--- config.mk ---
export PLATFORM = sky130hd
export DESIGN_NAME = tft_strobe_gen
export DESIGN_NICKNAME = d
export VERILOG_FILES = /design/src/rtl/tft_strobe_pkg.sv /design/src/rtl/strobe_chan.sv /design/src/rtl/strobe_seq.sv /design/src/rtl/tft_strobe_gen.sv
export SDC_FILE = /design/constraint.sdc
export NUM_CORES = 1
export LEC_CHECK = 0
export ABC_AREA = 1
export CAP_MARGIN = 15
export CORE_ASPECT_RATIO = 0.9
export CORE_MARGIN = 2
export CORE_UTILIZATION = 53
export DETAILED_ROUTE_END_ITERATION = 12
export PLACE_DENSITY = 0.7
export SLEW_MARGIN = 10
export SYNTH_ARGS = -nofsm -noshare
export SYNTH_HDL_FRONTEND = slang
export SYNTH_SLANG_ARGS = --single-unit
export TNS_END_PERCENT = 5
--- constraint.sdc ---
create_clock -name clk -period 2.3 [get_ports clk]
set_clock_uncertainty 0.1 [all_clocks]
set_input_delay 0.46 -clock clk [delete_from_list [all_inputs] [get_ports clk]]
set_output_delay 0.46 -clock clk [all_outputs]
set_load 0.02 [all_outputs]
--- src/rtl/tft_strobe_pkg.sv ---
package tft_strobe_pkg;

  localparam int unsigned NCH    = 5;
  localparam int unsigned CH_POL = 0;
  localparam int unsigned CH_LIN = 1;
  localparam int unsigned CH_SMP = 2;
  localparam int unsigned CH_FRM = 3;
  localparam int unsigned CH_GAT = 4;

  // clocks per line from clock rate, frame rate and line count (integer division)
  function automatic int unsigned line_clks(int unsigned clk_hz, int unsigned frame_hz,
                                            int unsigned lines);
    return (clk_hz / frame_hz) / lines;
  endfunction

  // next value of a counter that wraps to zero after period-1
  function automatic logic [31:0] wrap_next(logic [31:0] cur, int unsigned period);
    return (cur >= 32'(period - 1)) ? 32'd0 : cur + 32'd1;
  endfunction

  // active phase: running and count below the width
  function automatic logic in_phase(logic run, logic [31:0] cur, int unsigned width);
    return run && (cur < 32'(width));
  endfunction

endpackage

--- src/rtl/strobe_chan.sv ---
module strobe_chan
  import tft_strobe_pkg::*;
#(
  parameter int unsigned PERIOD  = 303,
  parameter int unsigned WIDTH   = 1,
  parameter bit          ACT_LOW = 1'b0,
  parameter int unsigned CW      = 17
) (
  input  logic          clk,
  input  logic          rst_n,
  input  logic          run,
  output logic [CW-1:0] cnt_o,
  output logic          out_o
);
  logic [CW-1:0] cnt_q;
  logic          act;

  always_ff @(posedge clk or negedge rst_n) begin
    if (!rst_n)      cnt_q <= '0;
    else if (!run)   cnt_q <= '0;
    else             cnt_q <= CW'(wrap_next(32'(cnt_q), PERIOD));
  end

  assign act   = in_phase(run, 32'(cnt_q), WIDTH);
  assign cnt_o = cnt_q;

  generate
    if (ACT_LOW) begin : g_low
      assign out_o = ~act;
    end else begin : g_high
      assign out_o = act;
    end
  endgenerate
endmodule

--- src/rtl/strobe_seq.sv ---
module strobe_seq #(
  parameter int unsigned CW        = 17,
  parameter int unsigned POL_LEAD  = 11,
  parameter int unsigned LINE_LEAD = 3
) (
  input  logic          clk,
  input  logic          rst_n,
  input  logic          en,
  input  logic [CW-1:0] pol_cnt,
  input  logic [CW-1:0] lin_cnt,
  output logic          rel_pol,
  output logic          rel_lin,
  output logic          rel_rest
);
  logic pol_past, lin_reached;

  assign pol_past    = pol_cnt > CW'(POL_LEAD);
  assign lin_reached = lin_cnt >= CW'(LINE_LEAD);

  always_ff @(posedge clk or negedge rst_n) begin
    if (!rst_n) begin
      rel_pol  <= 1'b0;
      rel_lin  <= 1'b0;
      rel_rest <= 1'b0;
    end else if (!en) begin
      rel_pol  <= 1'b0;
      rel_lin  <= 1'b0;
      rel_rest <= 1'b0;
    end else begin
      rel_pol <= 1'b1;
      if (rel_pol && pol_past) rel_lin <= 1'b1;
      if (rel_lin && lin_reached) rel_rest <= 1'b1;
    end
  end
endmodule

--- src/rtl/tft_strobe_gen.sv ---
module tft_strobe_gen
  import tft_strobe_pkg::*;
#(
  parameter int unsigned PIX_HZ       = 6_000_000,
  parameter int unsigned FRAME_HZ     = 60,
  parameter int unsigned FRAME_LINES  = 329,
  parameter int unsigned LINE_CLKS    = line_clks(PIX_HZ, FRAME_HZ, FRAME_LINES),
  parameter int unsigned PIX_CLKS     = 240,
  parameter int unsigned GATE_TAIL    = 8,
  parameter int unsigned LSTB_W       = 1,
  parameter int unsigned SSTB_W       = 1,
  parameter int unsigned FSTART_LINES = 2,
  parameter int unsigned POL_LEAD     = 11,
  parameter int unsigned LINE_LEAD    = 3
) (
  input  logic clk,
  input  logic rst_n,
  input  logic en,
  output logic polarity,
  output logic line_stb,
  output logic sample_stb,
  output logic frame_stb,
  output logic gate_n,
  output logic pix_win
);
  localparam int unsigned FRAME_CLKS = LINE_CLKS * FRAME_LINES;
  localparam int unsigned CW         = $clog2(FRAME_CLKS + 1);
  localparam int unsigned PER [NCH] = '{2*LINE_CLKS, LINE_CLKS, LINE_CLKS, FRAME_CLKS, LINE_CLKS};
  localparam int unsigned WID [NCH] = '{LINE_CLKS, LSTB_W, SSTB_W, FSTART_LINES*LINE_CLKS,
                                        PIX_CLKS + GATE_TAIL};
  localparam bit          LOW [NCH] = '{1'b0, 1'b0, 1'b0, 1'b0, 1'b1};

  logic                   rel_pol, rel_lin, rel_rest;
  logic [NCH-1:0]         run;
  logic [NCH-1:0]         outs;
  logic [NCH-1:0][CW-1:0] cnt;

  strobe_seq #(.CW(CW), .POL_LEAD(POL_LEAD), .LINE_LEAD(LINE_LEAD)) u_seq (
    .clk     (clk),
    .rst_n   (rst_n),
    .en      (en),
    .pol_cnt (cnt[CH_POL]),
    .lin_cnt (cnt[CH_LIN]),
    .rel_pol (rel_pol),
    .rel_lin (rel_lin),
    .rel_rest(rel_rest)
  );

  assign run = {rel_rest, rel_rest, rel_rest, rel_lin, rel_pol};

  generate
    for (genvar i = 0; i < NCH; i++) begin : g_ch
      strobe_chan #(.PERIOD(PER[i]), .WIDTH(WID[i]), .ACT_LOW(LOW[i]), .CW(CW)) u_ch (
        .clk  (clk),
        .rst_n(rst_n),
        .run  (run[i]),
        .cnt_o(cnt[i]),
        .out_o(outs[i])
      );
    end
  endgenerate

  assign polarity   = outs[CH_POL];
  assign line_stb   = outs[CH_LIN];
  assign sample_stb = outs[CH_SMP];
  assign frame_stb  = outs[CH_FRM];
  assign gate_n     = outs[CH_GAT];
  assign pix_win    = in_phase(run[CH_GAT], 32'(cnt[CH_GAT]), PIX_CLKS);
endmodule

# Yosys cells after proc, flatten, opt, wreduce, memory -nomap -nowiden
# Index checks and enable logic that the tools add are counted.
op_classes:
  addsub: 5
  n_lt_le_gt_ge: 13
  eq_ne: 2
  n_mux: 15
  bitwise: 1
  n_reduce_logical: 8
op_table:
  columns: ["operator", "n"]
  rows:
  - ["two-way mux 17 bit", 10]
  - ["adder 17 x 1 -> 17 bit, second input constant", 5]
  - [">= comparator 17 x 9 -> 1 bit, second input constant", 3]
  - ["less-than comparator 17 x 1 -> 1 bit, second input constant", 2]
  - ["less-than comparator 17 x 8 -> 1 bit, second input constant", 2]
  - [">= comparator 17 x 10 -> 1 bit, second input constant", 1]
  - [">= comparator 17 bit, second input constant", 1]
  - [">= comparator 17 x 2 -> 1 bit, second input constant", 1]
  - ["greater-than comparator 17 x 4 -> 1 bit, second input constant", 1]
  - ["less-than comparator 17 x 10 -> 1 bit, second input constant", 1]
  - ["less-than comparator 17 x 9 -> 1 bit, second input constant", 1]
  - ["logical AND 1 bit", 8]
  - ["two-way mux 1 bit", 5]
  - ["inequality test 2 x 1 -> 1 bit, second input constant", 2]
  - ["inverter 1 bit", 1]
totals:
  regBits: 88
  in_bits: 3
  output_inout_bits: 6
  elab_cells: 52

# Depth between registers and ports, before layout
# Gate-level depths: netlist (run 1).
depth:
  depth_word: 4
  ltp_mapped: 9
  depth_no_buf: 9

# Modules after synthesis
# Synthesis (run 1) repeated with hierarchy kept, for this count alone.
hier_totals:
  cells_unflattened: 542
  hier_area_um2: 4415.5
by_module_without_submodules:
  columns: ["module", "instances", "cells_per_inst", "area_each_um2", "seq_area_each_um2"]
  rows:
  - ["strobe_chan (g_ch[1].u_ch ...)", 2, 90, 778.2, 425.4]
  - ["strobe_chan (g_ch[3].u_ch)", 1, 139, 1001.0, 425.4]
  - ["strobe_chan (g_ch[0].u_ch)", 1, 100, 852.1, 425.4]
  - ["strobe_chan (g_ch[4].u_ch)", 1, 69, 708.2, 425.4]
  - ["strobe_seq", 1, 37, 230.2, 75.1]
  - ["tft_strobe_gen", 1, 17, 67.6, 0.0]

# Worst setup path before layout (run 1)
# Ideal clock, no wire load.
synth_timing:
  path_kind: "register -> output"
  start: "register g_ch[4].u_ch.cnt_q[11]"
  end: "output pix_win"
  arrival_ps: 1334
  t_required_ps: 1740
  path_slack_ps: 406
  stages_incl_launch_ff: 6
  n_path_buf: 1
  cell_sequence: "dfrtp_1 -> or2_0 -> nor3_2 -> nand2_1 -> buf_2 -> a21oi_1"
synth_between:
  elab_chain_len: 2
synth_rtl:
  columns: ["item", "line", "source"]
  rows:
  - ["from (decl)", "strobe_chan.sv:15", "logic [CW-1:0] cnt_q;"]
  - ["from (signal assigned)", "strobe_chan.sv:21", "else cnt_q <= CW'(wrap_next(32'(cnt_q), PERIOD));"]
  - ["less-than comparator 17 x 8 -> 1 bit", "tft_strobe_pkg.sv:23", "return run && (cur < 32'(width));"]
  - ["logical AND 1 bit", "tft_strobe_pkg.sv:23", null]
  - ["to (decl)", "tft_strobe_gen.sv:24", "output logic pix_win"]
# No other way between the ends.

# Final worst setup path (run 1)
layout_timing:
  start: "register g_ch[4].u_ch.cnt_q[11]"
  end: "output gate_n"
layout_between:
  elab_chain_len: 3
layout_rtl:
  columns: ["item", "line", "source"]
  rows:
  - ["less-than comparator 17 x 8 -> 1 bit", "tft_strobe_pkg.sv:23", null]
  - ["logical AND 1 bit", "tft_strobe_pkg.sv:23", null]
  - ["inverter 1 bit", "strobe_chan.sv:29", "assign out_o = ~act;"]
  - ["to (decl)", "tft_strobe_gen.sv:23", "output logic gate_n,"]
# No other way between the ends.

==> flow_metrics.tcl, run 1 <==
set metrics [dict create \
    crit_fanout 3 \
    async_flop_share_pct 100 \
    setup_tns_ns 0 \
    root_buffer "clkbuf_8" \
    maxCapViolCount 0 \
    stdcell_area_sq_um 4550 \
    drive_gt1_share_pct 7.57 \
    port_buffers 8 \
    n_fill_cell 593 \
    fp.dieArea_sq_um 8210 \
    ir_drop_uv 432 \
    critPathTopFamily "simple AND/OR/NAND/NOR gates" \
    netlist_instances 445 \
    firstDrtPassIters 4 \
    hp-class "flip-flop to flip-flop" \
    drc 0 \
    crit_type "flip-flop to output pin" \
    critPathSlowestCell "dfrtp_1" \
    yosys.cell_types.count 24 \
    grt_use_met2_pct 28.2 \
    yosys_warnings 0 \
    grt_pass1_wl_mm 11.8 \
    vias_per_cell 4.83 \
    vias 2871 \
    ys_seq_area_share_pct 55.4 \
    synth_area_leaders "dfrtp_1, nor2_1, nand2_1, xor2_1, inv_1" \
    worstSetupEndpointType "output pin" \
    start_util_pct 55.6 \
    synth_top_cell_by_area "dfrtp_1" \
    layout.nets 509 \
    fin_crit_ns 2.19 \
    tritoncts "built" \
    die_x_um 95.3 \
    synth_flop_cell "dfrtp_1" \
    worstPathRequired_ns 1.74 \
    met3_usage_pct 4.57 \
    clk_latency_ns 0.35 \
    antenna_cells 0 \
    ant_nets 0 \
    synthTopCellsByCount "dfrtp_1, nor2_1, nand2_1" \
    regArea_sq_um 2200 \
    clk_path_buf_depth 2 \
    cp.arrival_ns 1.63 \
    crit_chain "or2_0, nor3_2, nand2_1, a31o_2, buf_2" \
    crit_path_start_kind "flip-flop" \
    path_buf_inv 1 \
    track_usage_pct 18.4 \
    status "complete, no violations" \
    drt-total-wl_mm 6.52 \
    avgSynthCellArea_sq_um 8.93 \
    synth.most_common_cell "dfrtp_1" \
    dp_hpwl_mm 4.62 \
    rsz0062_at_grt "false" \
    grt_start_max_net_pins 72 \
    p_leak_nw 2.03 \
    grt_util_met1_pct 25.8 \
    drv_slew 0 \
    synth_edf_count 0 \
    wl_per_cell_um 11.0 \
    whs_ns 0.371 \
    slowest_delay_ns 0.36 \
    yosys.area.top_type_share_pct 55.4 \
    row_count 29 \
    p_per_area_nw_per_um2 655 \
    core-area_sq_um 7150 \
    htreeDepth 3 \
    die_h_um 86.1 \
    cts_buffers 9 \
    timing.fmax_ghz 0.457 \
    setup_viol 0 \
    place.gp.congestion 0.874 \
    multi_input_area_sq_um 1700 \
    drt_iter0_drc 154 \
    netlist_area_sq_um 3970 \
    antenna_found_initial 0 \
    finalHoldViolations 0 \
    top_usage_layer "met2" \
    grt.overflow.total 0 \
    placed_area_sq_um 4310 \
    ios 9 \
    period_share_pct 95.2 \
    cts.sinks 88 \
    area_growth_syn_to_layout_pct 14.6 \
    grt_pass1_vias 2691 \
    synth-seq-cells 88 \
    cts.clk_slew.worst_paths_ns 0.08 \
]
[worst reg2reg max path, delay by kind of cell, from the launching register on]
kind            cells  cell delay (ns)
simple gates        6             0.74
flops               1             0.42
fa+ha+maj           1             0.18
compound gates      1             0.16
buf+inv             1             0.06
[power breakdown]
group / switching, W / leakage [nW] / internal, W
logic: 0.0000702 / 0.762 / 0.0000288
clock network: 0.000545 / 0.121 / 0.000733
registers: 0.0000220 / 1.15 / 0.00158
[through the flow]
stage | power [W] | instances | setup WS, ns | util [%]
3_5_place_dp | 0.00174 | 578 | 0.0802 | 60.2
2_1_floorplan | 0.00169 | 475 | 0.406 | -
6_report | 0.00298 | 595 | 0.111 | 63.7
5_1_grt | 0.00311 | 595 | 0.00708 | 63.7
3_3_place_gp | 0.00174 | 578 | 0.112 | 60.2
4_1_cts | 0.00303 | 595 | 0.00292 | 63.9
[metal layers]
metal / routed length, um / vias to the layer above
met5: 0 / -
met4: 68 / 0
met3: 212 / 10
met2: 2950 / 40
met1: 3280 / 1330
li1: - / 1491
[kinds of logic (layout without fill, tap and decap cells)]
family	Yosys count	in the layout	synth area share [%]
other	1	31	0.0944
flip-flops	88	88	55.4
XOR/XNOR	31	31	6.83
AND/OR/NAND/NOR	232	232	25.3
AO/OA/AOI/OAI	36	36	4.82
buffers and inverters	48	75	4.75
adder cells (fa/ha/maj)	9	9	2.83
[area by class of cell]
cell class,count,area share [%]
Inverter,46,3.79
Timing Repair Buffer,13,2.42
Clock inverter,7,2.72
Tap cell,93,2.56
Multi-Input combinational cell,339,37.4
Sequential cell,88,48.4
Clock buffer,9,2.72
[state kept, by name (all words and copies together), names as in the netlist]
register         flops
u_seq.rel_rest       1
u_seq.rel_lin        1
u_seq.rel_pol        1
g_ch.u_ch.cnt_o     85
[cells in the final DEF, fill, tap and decap left out, drive strengths merged, types with 9 or more instances in the layout]
cell type  netlist  routed
nor2            89      89
dfrtp           88      88
nand2           84      84
inv             46      49
conb             1      31
nand3           27      27
xor2            24      24
a21oi           16      16
o21ai           16      16
nand4           12      12
clkbuf           0      12
nor3            11      11
ha               9       9
[worst paths after layout]
kind | from | end | slack [ns] | depth (start not counted)
worst max-delay path | g_ch[4].u_ch.cnt_o[11] | gate_n | 0.11 | 5
worst min-delay path | g_ch[4].u_ch.cnt_o[0] | g_ch[4].u_ch.cnt_o[0] | 0.37 | 1
worst max register to register | g_ch[2].u_ch.cnt_o[0] | g_ch[2].u_ch.cnt_o[4] | 0.56 | 9
worst min register to register | g_ch[4].u_ch.cnt_o[0] | g_ch[4].u_ch.cnt_o[0] | 0.37 | 1
max in group asynchronous | rst_n | g_ch[2].u_ch.cnt_o[3] | 1.08 | 3
min in group asynchronous | rst_n | g_ch[0].u_ch.cnt_o[2] | 0.41 | 2
[repair_timing]
| item | CTS | global route |
|---|---|---|
| hold buffers | 1 | 0 |
| buffers inserted | 0 | 0 |
| gates resized for setup | 9 | 12 |
| pin swaps | 1 | 2 |
| setup endpoints to repair | 6 | 6 |
| hold endpoints to repair | 17 | 0 |
Power figures use the tool's default switching activity.
==> run 2, diff against run 1 <==
CORE_UTILIZATION = 50   (was 53)
HOLD_SLACK_MARGIN = 0.03   (was unset)
PLACE_DENSITY = 0.66   (was 0.7)
==> run 2 against run 1 <==
First-iteration DRC count decreased by 35%. Sequential power about the same. Cell area shrank 0.14%. Global-route usage down 0.62 points. Largest cell class unchanged. Clock-buffer cell count stayed put. Clock power shrank 16%. Sequential cell count stayed put. Routed wire length rose by 4.5%. Combinational power grew 6%.
==> flow_metrics.tcl, run 2 (synthesis gave the netlist of run 1 again) <==
set metrics [dict create \
    final_cell_mix "dfrtp_1, nor2_1, nand2_1" \
    crit_fanout 3 \
    grt_pass1_vias 2778 \
    ios 9 \
    layout.nets 514 \
    root_buffer "clkbuf_8" \
    cts.clk_slew.worst_paths_ns 0.09 \
    wl_met3_um 265 \
    crit_path_start_kind "flip-flop" \
    port_buffers 8 \
    core-area_sq_um 7620 \
    htreeDepth 3 \
    clk_latency_ns 0.35 \
    wl_met1_mm 3.46 \
    drive_gt1_share_pct 8.28 \
    status "complete, no violations" \
    drt-total-wl_mm 6.81 \
    grt.overflow.total 0 \
    clk_path_buf_depth 2 \
    reg2reg_depth 9 \
    place.gp.congestion 0.854 \
    maxCapViolCount 0 \
    hold_depth 1 \
    firstDrtPassIters 4 \
    timing.fmax_ghz 0.448 \
    cts_buffers 9 \
    drt_iter0_drc 100 \
    p_sw_share_pct 23.4 \
    n_fill_cell 666 \
    period_share_pct 97.1 \
    wl_met2_mm 3.01 \
    crit_chain "or2_0, nor3_2, nand2_1, a31o_2, buf_2" \
    hp-class "flip-flop to flip-flop" \
    wl_per_cell_um 11.3 \
    critPathSlowestCell "dfrtp_1" \
    crit_type "flip-flop to output pin" \
    tritoncts "built" \
    antenna_found_initial 0 \
    die_h_um 88.6 \
    p_seq_share_pct 57.8 \
    p_per_area_nw_per_um2 611 \
    largest_register_ffs 85 \
    p_comb_share_pct 3.8 \
    grt_pass1_wl_mm 12.3 \
    slowest_delay_ns 0.36 \
    p_total_w 0.00278 \
    fp.dieArea_sq_um 8680 \
    drc 0 \
    power.switching_w 0.000650 \
    regArea_sq_um 2200 \
    setup_tns_ns 0 \
    grt_start_max_net_pins 33 \
    track_usage_pct 17.8 \
    ant_nets 0 \
    vias 2891 \
    cp.arrival_ns 1.67 \
    vias_per_cell 4.79 \
    rsz0062_at_grt "true" \
    start_util_pct 52.2 \
    antenna_cells 0 \
    clkPwrFrac_pct 38.5 \
    multi_input_area_sq_um 1700 \
    top_layer "met4" \
    finalHoldViolations 0 \
    row_count 30 \
    area_growth_syn_to_layout_pct 14.4 \
    drv_slew 0 \
    p_leak_nw 2.04 \
    dp_hpwl_mm 4.80 \
    setup_viol 0 \
    internal_power_w 0.00213 \
    die_x_um 98.0 \
    ir_drop_uv 398 \
    cts.sinks 88 \
    fin_crit_ns 2.23 \
    final_common_cell "dfrtp_1" \
    worstPathRequired_ns 1.74 \
    worstSetupEndpointType "output pin" \
]
## run 2: cell count changes in the layout (fill, tap and decap cells not counted), moves of 2 or more
cell             delta
buf_4               +6
bufinv_16           -2
clkdlybuf4s15_1     -2
dlygate4sd2_1       +2
inv_6               -2
## run 2: cell type report
type,count,share of cell area (%)
Clock buffer,9,2.72
Clock inverter,7,1.73
Inverter,46,3.80
Multi-Input combinational cell,339,37.4
Sequential cell,88,48.4
Tap cell,96,2.64
Timing Repair Buffer,18,3.25
## run 2: timing repair
action | in CTS | in global routing
resized for setup | 8 | 11
pin swaps | 2 | 2
hold buffers | 1 | 0
endpoints found under the setup margin | 6 | 4
hold endpoints to repair | 29 | 0
buffers inserted | 0 | 1
## run 2: path summary, 6_finish.rpt
kind | to | slack [ns] | start
worst max register to register | g_ch[2].u_ch.cnt_o[5] | 0.55 | g_ch[2].u_ch.cnt_o[0]
worst min register to register | g_ch[4].u_ch.cnt_o[0] | 0.36 | g_ch[4].u_ch.cnt_o[0]
worst min-delay path | g_ch[4].u_ch.cnt_o[0] | 0.36 | g_ch[4].u_ch.cnt_o[0]
worst max-delay path | gate_n | 0.07 | g_ch[4].u_ch.cnt_o[11]
max in group asynchronous | g_ch[2].u_ch.cnt_o[3] | 1.05 | rst_n
min in group asynchronous | g_ch[0].u_ch.cnt_o[3] | 0.48 | rst_n
## run 2: worst max-delay path, delay by kind of cell, from the launching register on
family	cells	cell delay [ns]
DFF	1	0.36
AOI/OAI and AO/OA	1	0.22
buffers and inverters	1	0.15
and+or+nand+nor	3	0.58
## run 2: per-layer routing
metal,vias to the layer above,global-route usage (%)
li1,1500,-
met1,1343,24.3
met2,41,28.1
met3,7,5.29
met4,0,4.92
met5,-,0
## run 2: through the flow
step	util (%)	instances	hold WS [ns]	worst slack (ns)	area, sq um
after global routing	59.7	603	0.397	-0.0562	4550
after CTS	59.7	602	0.363	0.0108	4550
after detailed placement	57.0	585	0.330	0.0743	4340
after floorplan	-	475	0.0644	0.406	4090
final	59.7	603	0.360	0.0676	4550
after global placement	57.0	585	0.329	0.131	4340
## run 2: power by group through the flow
stage | combinational (W) | clock [W] | sequential (W)
floorplan | 0.0000534 | 0 | 0.00163
global placement | 0.000107 | 0 | 0.00163
detailed placement | 0.000107 | 0 | 0.00164
CTS | 0.000107 | 0.00112 | 0.00161
global route | 0.000124 | 0.00118 | 0.00161
finish | 0.000105 | 0.00107 | 0.00161
